## config.mk

```make
export PLATFORM = sky130hd
export DESIGN_NAME = pn_sync
export DESIGN_NICKNAME = d
export VERILOG_FILES = /design/src/rtl/pn_sync.sv
export SDC_FILE = /design/constraint.sdc
export NUM_CORES = 1
export LEC_CHECK = 0
export CAP_MARGIN = 15
export CELL_PAD_IN_SITES_DETAIL_PLACEMENT = 0
export CELL_PAD_IN_SITES_GLOBAL_PLACEMENT = 2
export CORE_MARGIN = 2
export CORE_UTILIZATION = 32
export CTS_CLUSTER_DIAMETER = 100
export CTS_CLUSTER_SIZE = 12
export DETAILED_ROUTE_END_ITERATION = 16
export PLACE_DENSITY_LB_ADDON = 0.1
export SYNTH_ARGS = -nofsm -noshare
export SYNTH_HDL_FRONTEND = slang
export SYNTH_SLANG_ARGS = --single-unit
export TNS_END_PERCENT = 10
```

## constraint.sdc

```tcl
create_clock -name clk_i -period 2.4 [get_ports clk_i]
set_input_delay 0.6 -clock clk_i [delete_from_list [all_inputs] [get_ports clk_i]]
set_output_delay 0.6 -clock clk_i [all_outputs]
set_load 0.02 [all_outputs]
```

## src/rtl/pn_sync.sv

```systemverilog
module pn_sync #(
  parameter int unsigned LOCK_RUN = 4,
  parameter int unsigned LOSS_RUN = 8
) (
  input  logic clk_i,
  input  logic rst_ni,
  input  logic clr_i,
  input  logic fire_i,
  input  logic hit_i,
  output logic locked_o,
  output logic seed_o,
  output logic miss_o
);
  localparam int unsigned RUN_W  = $clog2(LOCK_RUN + 1);
  localparam int unsigned MISS_W = $clog2(LOSS_RUN + 1);
  localparam logic [RUN_W-1:0]  RUN_LAST  = RUN_W'(LOCK_RUN - 1);
  localparam logic [MISS_W-1:0] MISS_LAST = MISS_W'(LOSS_RUN - 1);

  logic              locked_q;
  logic [RUN_W-1:0]  run_q;
  logic [MISS_W-1:0] miss_q;
  logic              drop;

  assign drop     = fire_i && locked_q && !hit_i && (miss_q == MISS_LAST);
  assign seed_o   = fire_i && (!locked_q || drop);
  assign miss_o   = fire_i && locked_q && !hit_i;
  assign locked_o = locked_q;

  always_ff @(posedge clk_i or negedge rst_ni) begin
    if (!rst_ni) begin
      locked_q <= 1'b0;
      run_q    <= '0;
      miss_q   <= '0;
    end else if (clr_i) begin
      locked_q <= 1'b0;
      run_q    <= '0;
      miss_q   <= '0;
    end else if (fire_i) begin
      if (!locked_q) begin
        if (!hit_i)                run_q <= '0;
        else if (run_q == RUN_LAST) begin
          locked_q <= 1'b1;
          run_q    <= '0;
        end else                   run_q <= run_q + 1'b1;
      end else if (hit_i) begin
        miss_q <= '0;
      end else if (drop) begin
        locked_q <= 1'b0;
        miss_q   <= '0;
      end else begin
        miss_q <= miss_q + 1'b1;
      end
    end
  end

  p_clr_unlock_r6: assert property (@(posedge clk_i) disable iff (!rst_ni)
    clr_i |=> !locked_o);
  p_lock_on_hit_r2: assert property (@(posedge clk_i) disable iff (!rst_ni)
    $rose(locked_o) |-> $past(fire_i && hit_i));
  p_unlock_on_miss_r5: assert property (@(posedge clk_i) disable iff (!rst_ni)
    ($fell(locked_o) && !$past(clr_i)) |-> $past(fire_i && !hit_i));
endmodule

```

**Word-level counts from Yosys, hierarchy flattened**

Index checks and enable logic that the tools add are counted.
W data, S select, Z words.

- Equal/unequal tests: 3
- Reduce and logical (&&, ||, !) cells: 11
- Add/subtract/negate cells: 2
- Multiplexer cells: 17

Operators by type and width:

| kind | count |
|---|---|
| $mux W4 | 5 |
| $mux W3 | 5 |
| $mux W1 | 7 |
| $add A4 B1 Y4 const B | 1 |
| $eq A4 B3 Y1 const B | 1 |
| $logic_and A1 B1 Y1 | 4 |
| $reduce_and A2 Y1 | 2 |
| $reduce_bool A2 Y1 | 2 |
| $add A3 B1 Y3 const B | 1 |
| $eq A3 B2 Y1 const B | 1 |
| $logic_not A1 Y1 | 2 |
| $ne A2 B2 Y1 const B | 1 |
| $logic_or A1 B1 Y1 | 1 |

- Bits in registers: 8

**Longest topological paths before layout**

Gate-level depths: netlist (run 1).

- Depth after elaboration: 8
- Gate-level depth with buffers: 4
- Depth with buffers taken out: 4

**Worst setup path before layout (run 1)**

Ideal clock, no wire load.

- Path kind: input port to output port
- Start point: in hit_i
- End point: out seed_o
- Slack: 0.472 ns
- Cell stages on the path: 2
- Data arrival time: 1.328 ns
- Buffers on the path: 1
- Cell sequence: buf_4 o31ai_1

- Cells in the longest elaborated chain, start to end: 5

RTL lines:

| element | RTL line | RTL |
|---|---|---|
| start, declared | 9 | `input logic hit_i,` |
| $logic_not A1 Y1 | - |  |
| $logic_and A1 B1 Y1 (2 in a row) | 24 | `assign drop = fire_i && locked_q && !hit_i && (miss_q == MISS_LAST);` |
| $logic_or A1 B1 Y1 | 25 | `assign seed_o = fire_i && (!locked_q \|\| drop);` |
| $logic_and A1 B1 Y1 | 25 |  |
| end, declared | 11 | `output logic seed_o,` |

No other way between the ends.

**Worst setup path in the final report (run 1)**

- Start point: in fire_i
- End point: out miss_o

- Cells in the longest elaborated chain, start to end: 2

RTL lines:

| element | RTL line | RTL |
|---|---|---|
| start, declared | 8 | `input logic fire_i,` |
| $logic_and A1 B1 Y1 (2 in a row) | 26 | `assign miss_o = fire_i && locked_q && !hit_i;` |
| end, declared | 12 | `output logic miss_o` |

No other way between the ends.

==> impl_metrics.py, run 1 <==
metrics = {
    "outcome": {
        "status": "finished clean",
    },
    "cells_and_area": {
        "drive_above_1_share_pct": 19.7,
        "fin_nets": 70,
        "fin_area_sq_um": 587,
        "final_cells": 76,
        "syn2layout_area_growth_pct": 27.4,
        "antenna_cells": 0,
    },
    "power": {
        "cellPowerDensity_nw_per_um2": 458,
        "peakVddDrop_mv": 0.238,
        "comb_power_share_pct": 10.9,
        "pwr-share-clk_pct": 37.9,
        "total_power_mw": 0.269,
        "p_sw_share_pct": 22.6,
        "power_frac_seq_pct": 51.1,
        "p_leak_nw": 0.251,
        "p_switching_mw": 0.0608,
        "p_int_mw": 0.208,
    },
    "clock_tree": {
        "ctsRootBufferMaster": "clkbuf_4",
        "clk_latency_ns": 0.24,
        "clock_path_buffers": 2,
        "numCtsBuffers": 3,
        "cts_tree": "yes",
        "htreeDepth": 1,
        "post-cts-setup-buffers": 0,
        "clk_pin_slew_ns": 0.06,
        "cts.sinks": 8,
    },
    "logic_synthesis": {
        "yosysWarnings": 0,
        "synth_area_leaders": "dfrtp_1 43%, a21oi_1 7.6%, or4b_1 6.5%, ha_1 5.4%, nand2_1 4.1%",
        "ys_seq_elements": 8,
        "syn_area_sq_um": 460,
        "synth_area_leader_cell": "dfrtp_1",
        "synth_cell_type_count": 22,
        "syn_area_per_cell_sq_um": 9.59,
        "synthCells": 48,
        "syn-num-nets": 55,
        "seq_area_frac_synth_pct": 43.5,
        "synth_top_cell_area_share_pct": 43.5,
    },
    "timing": {
        "drv_slew": 0,
        "fmax_mhz": 426,
        "timing.final.crit_share_pct": 97.7,
        "rsz0062_at_grt": "no",
        "finalSetupViolCount": 0,
        "min_period_ns": 2.35,
        "worstMarginPinSlew_ns": 0.404,
        "fin_ws_ns": 0.0544,
        "skew_ns": 0.00145,
        "max_slew_margin_pct": 73.0,
        "hold_viol_final": 0,
    },
    "global_routing": {
        "grt_max_degree": 9,
        "grt_pass1_wl_microns": 1790,
        "first_global_vias": 385,
        "antenna_found_initial": 0,
        "grt_overflow": 0,
        "grtUsageTotal_pct": 13.5,
    },
    "place": {
        "dp.cells": 73,
        "gpl.final_weighted_congestion": 0.660,
        "io_buffer_count": 7,
        "hpwlAfterDp_microns": 782,
        "dpl_cell_area_sq_um": 569,
        "place_ws_ns": -0.388,
    },
    "floorplan": {
        "start_util_pct": 34.9,
        "fp.dieW_microns": 41.9,
        "rows": 13,
        "io_pins": 8,
        "die-area_sq_um": 1760,
        "die_h_microns": 41.9,
        "core_sq_um": 1320,
    },
    "routing": {
        "vias": 406,
        "firstDrtPassIters": 3,
        "routed_via_density": 5.34,
        "route.detailed.drc": 0,
        "ant_nets": 0,
        "wl_per_cell_microns": 13.8,
        "drt_iter0_drc": 4,
        "routed_wl_microns": 1050,
    },
    "critical_path": {
        "arrival_ns": 1.75,
        "cp-end-kind": "output pin",
        "crit_fanout": 4,
        "r2r-start": "miss_q[0]",
        "r2r_cells": 4,
        "worst_setup_path_start_kind": "input port",
        "criticalPathCategory": "in2out",
        "crit-reg2reg-capture": "miss_q[0]",
        "crit_start": "fire_i",
        "rrSetupSlack_ns": 0.95,
        "cp.required_ns": 1.80,
    },
    "min_path": {
        "min_path_type": "reg2reg",
        "min_from": "run_q[1]",
        "min_path_cells": 2,
        "worstHoldEndpoint": "run_q[1]",
    },
    "flow_run": {
        "cap_violations": 0,
    },
}
[metrics by stage]
stage | hold slack (ns) | util [%] | TNS, ns
CTS | 0.536 | 44.8 | -0.0798
floorplan | 0.304 | - | 0
detailed placement | 0.530 | 43.2 | -0.631
global route | 0.549 | 44.5 | 0
finish | 0.536 | 44.5 | 0
global placement | 0.512 | 43.2 | -0.570
[sequential cells by signal (all words and copies together), names as in the netlist]
| register | cells |
|---|---|
| run_q | 3 |
| locked_o | 1 |
| miss_q | 4 |
[power groups by stage]
stage	clock network [mW]	logic, mW	registers, mW
after floorplan	0	0.0137	0.140
after global placement	0	0.0295	0.140
after detailed placement	0	0.0306	0.140
after CTS	0.108	0.0302	0.137
after global routing	0.117	0.0325	0.137
final	0.102	0.0294	0.137
[worst max-delay path, stage by stage]
cell and delay [ns]:
clkdlybuf4s50_1 0.54, nand2_2 0.08, buf_4 0.13, nor2_1 0.08, clkdlybuf4s15_1 0.31
[logic make-up after synthesis]
group / after synthesis / share of synthesized area [%]
AOI/OAI and AO/OA: 12 / 13.9
and+or+nand+nor: 22 / 31.8
DFF: 8 / 43.5
adders and majority gates: 2 / 5.43
buffers and inverters: 4 / 5.44
[metal layers]
layer	global-route usage, %	part of all wire (%)
met1	18.4	49
met2	19.7	47
met3	3.91	2.9
met4	5.81	1.0
met5	0	0
[Yosys cell counts]
library cell and count:
inv_1 2, o21ai_0 3, nand2_2 1, or4b_1 3
nor3b_1 1, buf_4 1, ha_1 2, nand2b_1 1
dfrtp_1 8, a31oi_1 1, or2b_2 1, o31ai_1 1
nand4_1 1, and3b_1 1, clkdlybuf4s18_2 1, nand3_1 1
a21oi_1 7, nand4b_1 2, nand2_1 5, and2b_2 1
nor2_1 2, nand3b_1 2
[worst max-delay path by stage]
stage                     slack, ns      to
final                          0.05  miss_o
after global placement        -0.35  seed_o
after global routing          0.003  seed_o
after CTS                     -0.08  seed_o
after floorplan                0.47  seed_o
after detailed placement      -0.39  seed_o
[final cells by class]
cell class,instances,area (sq um)
fillers,139,731
multi-input cells,36,235
flip-flops and latches,8,200
repair buffers,12,103
clock buffers,3,22.5
well taps,15,18.8
inverters,2,7.51
[layout by cell type (no fill, tap or decap), types with 3 or more instances in the layout]
cell             count
clkdlybuf4s50_1      5
buf_4                5
o21ai_0              3
or4b_1               3
nand2_1              5
clkbuf_4             3
a21oi_1              7
dfrtp_1              8
[repair_timing]
action / 4_1_cts / 5_1_grt
gates resized for setup: 3 / 3
setup endpoints to repair: 2 / 2
hold buffers: 0 / 0
No activity file was read; power rests on OpenSTA's default activity.
==> run 2, diff against run 1 <==
- SETUP_SLACK_MARGIN: default -> 0.3
==> impl_metrics.py, run 2 (synthesis gave the netlist of run 1 again) <==
metrics = {
    "outcome": {
        "status": "finished clean",
    },
    "place": {
        "dp.cells": 73,
        "gpl.final_weighted_congestion": 0.660,
        "hpwlAfterDp_microns": 782,
        "io_buffer_count": 7,
        "place_ws_ns": -0.388,
    },
    "routing": {
        "routed_via_density": 5.33,
        "firstDrtPassIters": 2,
        "route.detailed.drc": 0,
        "wl_per_cell_microns": 13.9,
        "ant_nets": 0,
        "routed_wl_microns": 1050,
        "drt_iter0_drc": 2,
        "vias": 405,
    },
    "clock_tree": {
        "numCtsBuffers": 3,
        "clk_latency_ns": 0.24,
        "ctsRootBufferMaster": "clkbuf_4",
        "cts_tree": "yes",
        "cts.sinks": 8,
        "htreeDepth": 1,
        "clock_path_buffers": 2,
        "clk_pin_slew_ns": 0.06,
    },
    "power": {
        "cellPowerDensity_nw_per_um2": 455,
        "peakVddDrop_mv": 0.233,
        "p_leak_nw": 0.253,
        "total_power_mw": 0.268,
    },
    "critical_path": {
        "arrival_ns": 1.44,
        "cp_slowest_cell": "or2b_2",
        "cp.required_ns": 1.80,
        "crit_fanout": 4,
        "slowest_delay_ns": 0.32,
        "cp-end-kind": "output pin",
        "worst_setup_path_start_kind": "input port",
        "worstPathCellList": "dlygate4sd2_1, or2b_2, o31ai_1, buf_4",
        "criticalPathCategory": "in2out",
    },
    "floorplan": {
        "die-area_sq_um": 1760,
        "rows": 13,
        "die_h_microns": 41.9,
        "start_util_pct": 34.9,
        "fp.dieW_microns": 41.9,
        "core_sq_um": 1320,
        "io_pins": 8,
    },
    "timing": {
        "finalSetupViolCount": 0,
        "max_slew_margin_pct": 73.0,
        "worstMarginPinSlew_ns": 0.404,
        "min_period_ns": 2.04,
        "fin_ws_ns": 0.356,
        "fmax_mhz": 489,
        "skew_ns": 0.000377,
        "hold_viol_final": 0,
        "rsz0062_at_grt": "no",
        "timing.final.crit_share_pct": 85.2,
        "drv_slew": 0,
    },
    "cells_and_area": {
        "syn2layout_area_growth_pct": 27.7,
        "post-route-util_pct": 44.6,
        "layout_commonest_cell": "dfrtp_1",
        "layout_common_cells": "8 x dfrtp_1, 7 x a21oi_1, 6 x buf_4",
        "drive_above_1_share_pct": 21.3,
        "fin_nets": 70,
        "largest_reg_flops": 4,
        "top_register": "miss_q",
        "final_cells": 76,
        "antenna_cells": 0,
    },
    "global_routing": {
        "grtUsageTotal_pct": 13.6,
        "grt_overflow": 0,
        "first_global_vias": 383,
        "grt_pass1_wl_microns": 1810,
        "antenna_found_initial": 0,
        "grt_max_degree": 9,
    },
    "min_path": {
        "min_path_type": "reg2reg",
    },
    "flow_run": {
        "cap_violations": 0,
    },
}
[run 2: worst paths after layout]
kind	startpoint	to	slack (ns)	cells after the start
worst max-delay path	fire_i	seed_o	0.36	4
worst min-delay path	run_q[1]	run_q[1]	0.54	2
worst max register to register	miss_q[0]	miss_q[0]	0.95	4
worst min register to register	run_q[1]	run_q[1]	0.54	2
max in group asynchronous	rst_ni	locked_o	1.47	1
min in group asynchronous	rst_ni	miss_q[2]	0.65	1
[run 2: per-layer routing]
layer	GRT usage (%)	wire, microns	vias to the layer above
met3	3.91	31	2
li1	-	-	200
met2	19.7	498	6
met5	0	0	-
met4	5.81	11	0
met1	18.7	510	197
[run 2: power by group]
group	leakage (nW)	internal (mW)	switching (mW)	total (mW)
clock network	0.0138	0.0572	0.0443	0.101
logic	0.128	0.0136	0.0151	0.0287
registers	0.111	0.136	0.00107	0.137
total	0.253	0.207	0.0605	0.268
[run 2: area by class of cell]
class                   count  area (sq um)
clock buffers               3          22.5
flip-flops and latches      8           200
repair buffers             12           104
multi-input cells          36           235
well taps                  15          18.8
fillers                   142           729
inverters                   2          7.51
[run 2: timing repair]
item / 4_1_cts / 5_1_grt
hold buffers: 0 / 0
pin swaps: 0 / 0
setup endpoints to repair: 2 / 1
buffers inserted: 0 / 0
gates cloned: 0 / 0
gates resized for setup: 10 / 1
[run 2: critical path, delay by kind of cell]
kind / cells / cell delay [ns]
compound gates: 1 / 0.07
buf+inv: 2 / 0.45
simple gates: 1 / 0.32
[run 2: per-stage QoR]
step                hold slack [ns]  TNS [ns]  cell area (sq um)
detailed placement            0.530    -0.631                569
finish                        0.536         0                588
floorplan                     0.304         0                460
global route                  0.549         0                588
CTS                           0.536         0                586
global placement              0.512    -0.570                569
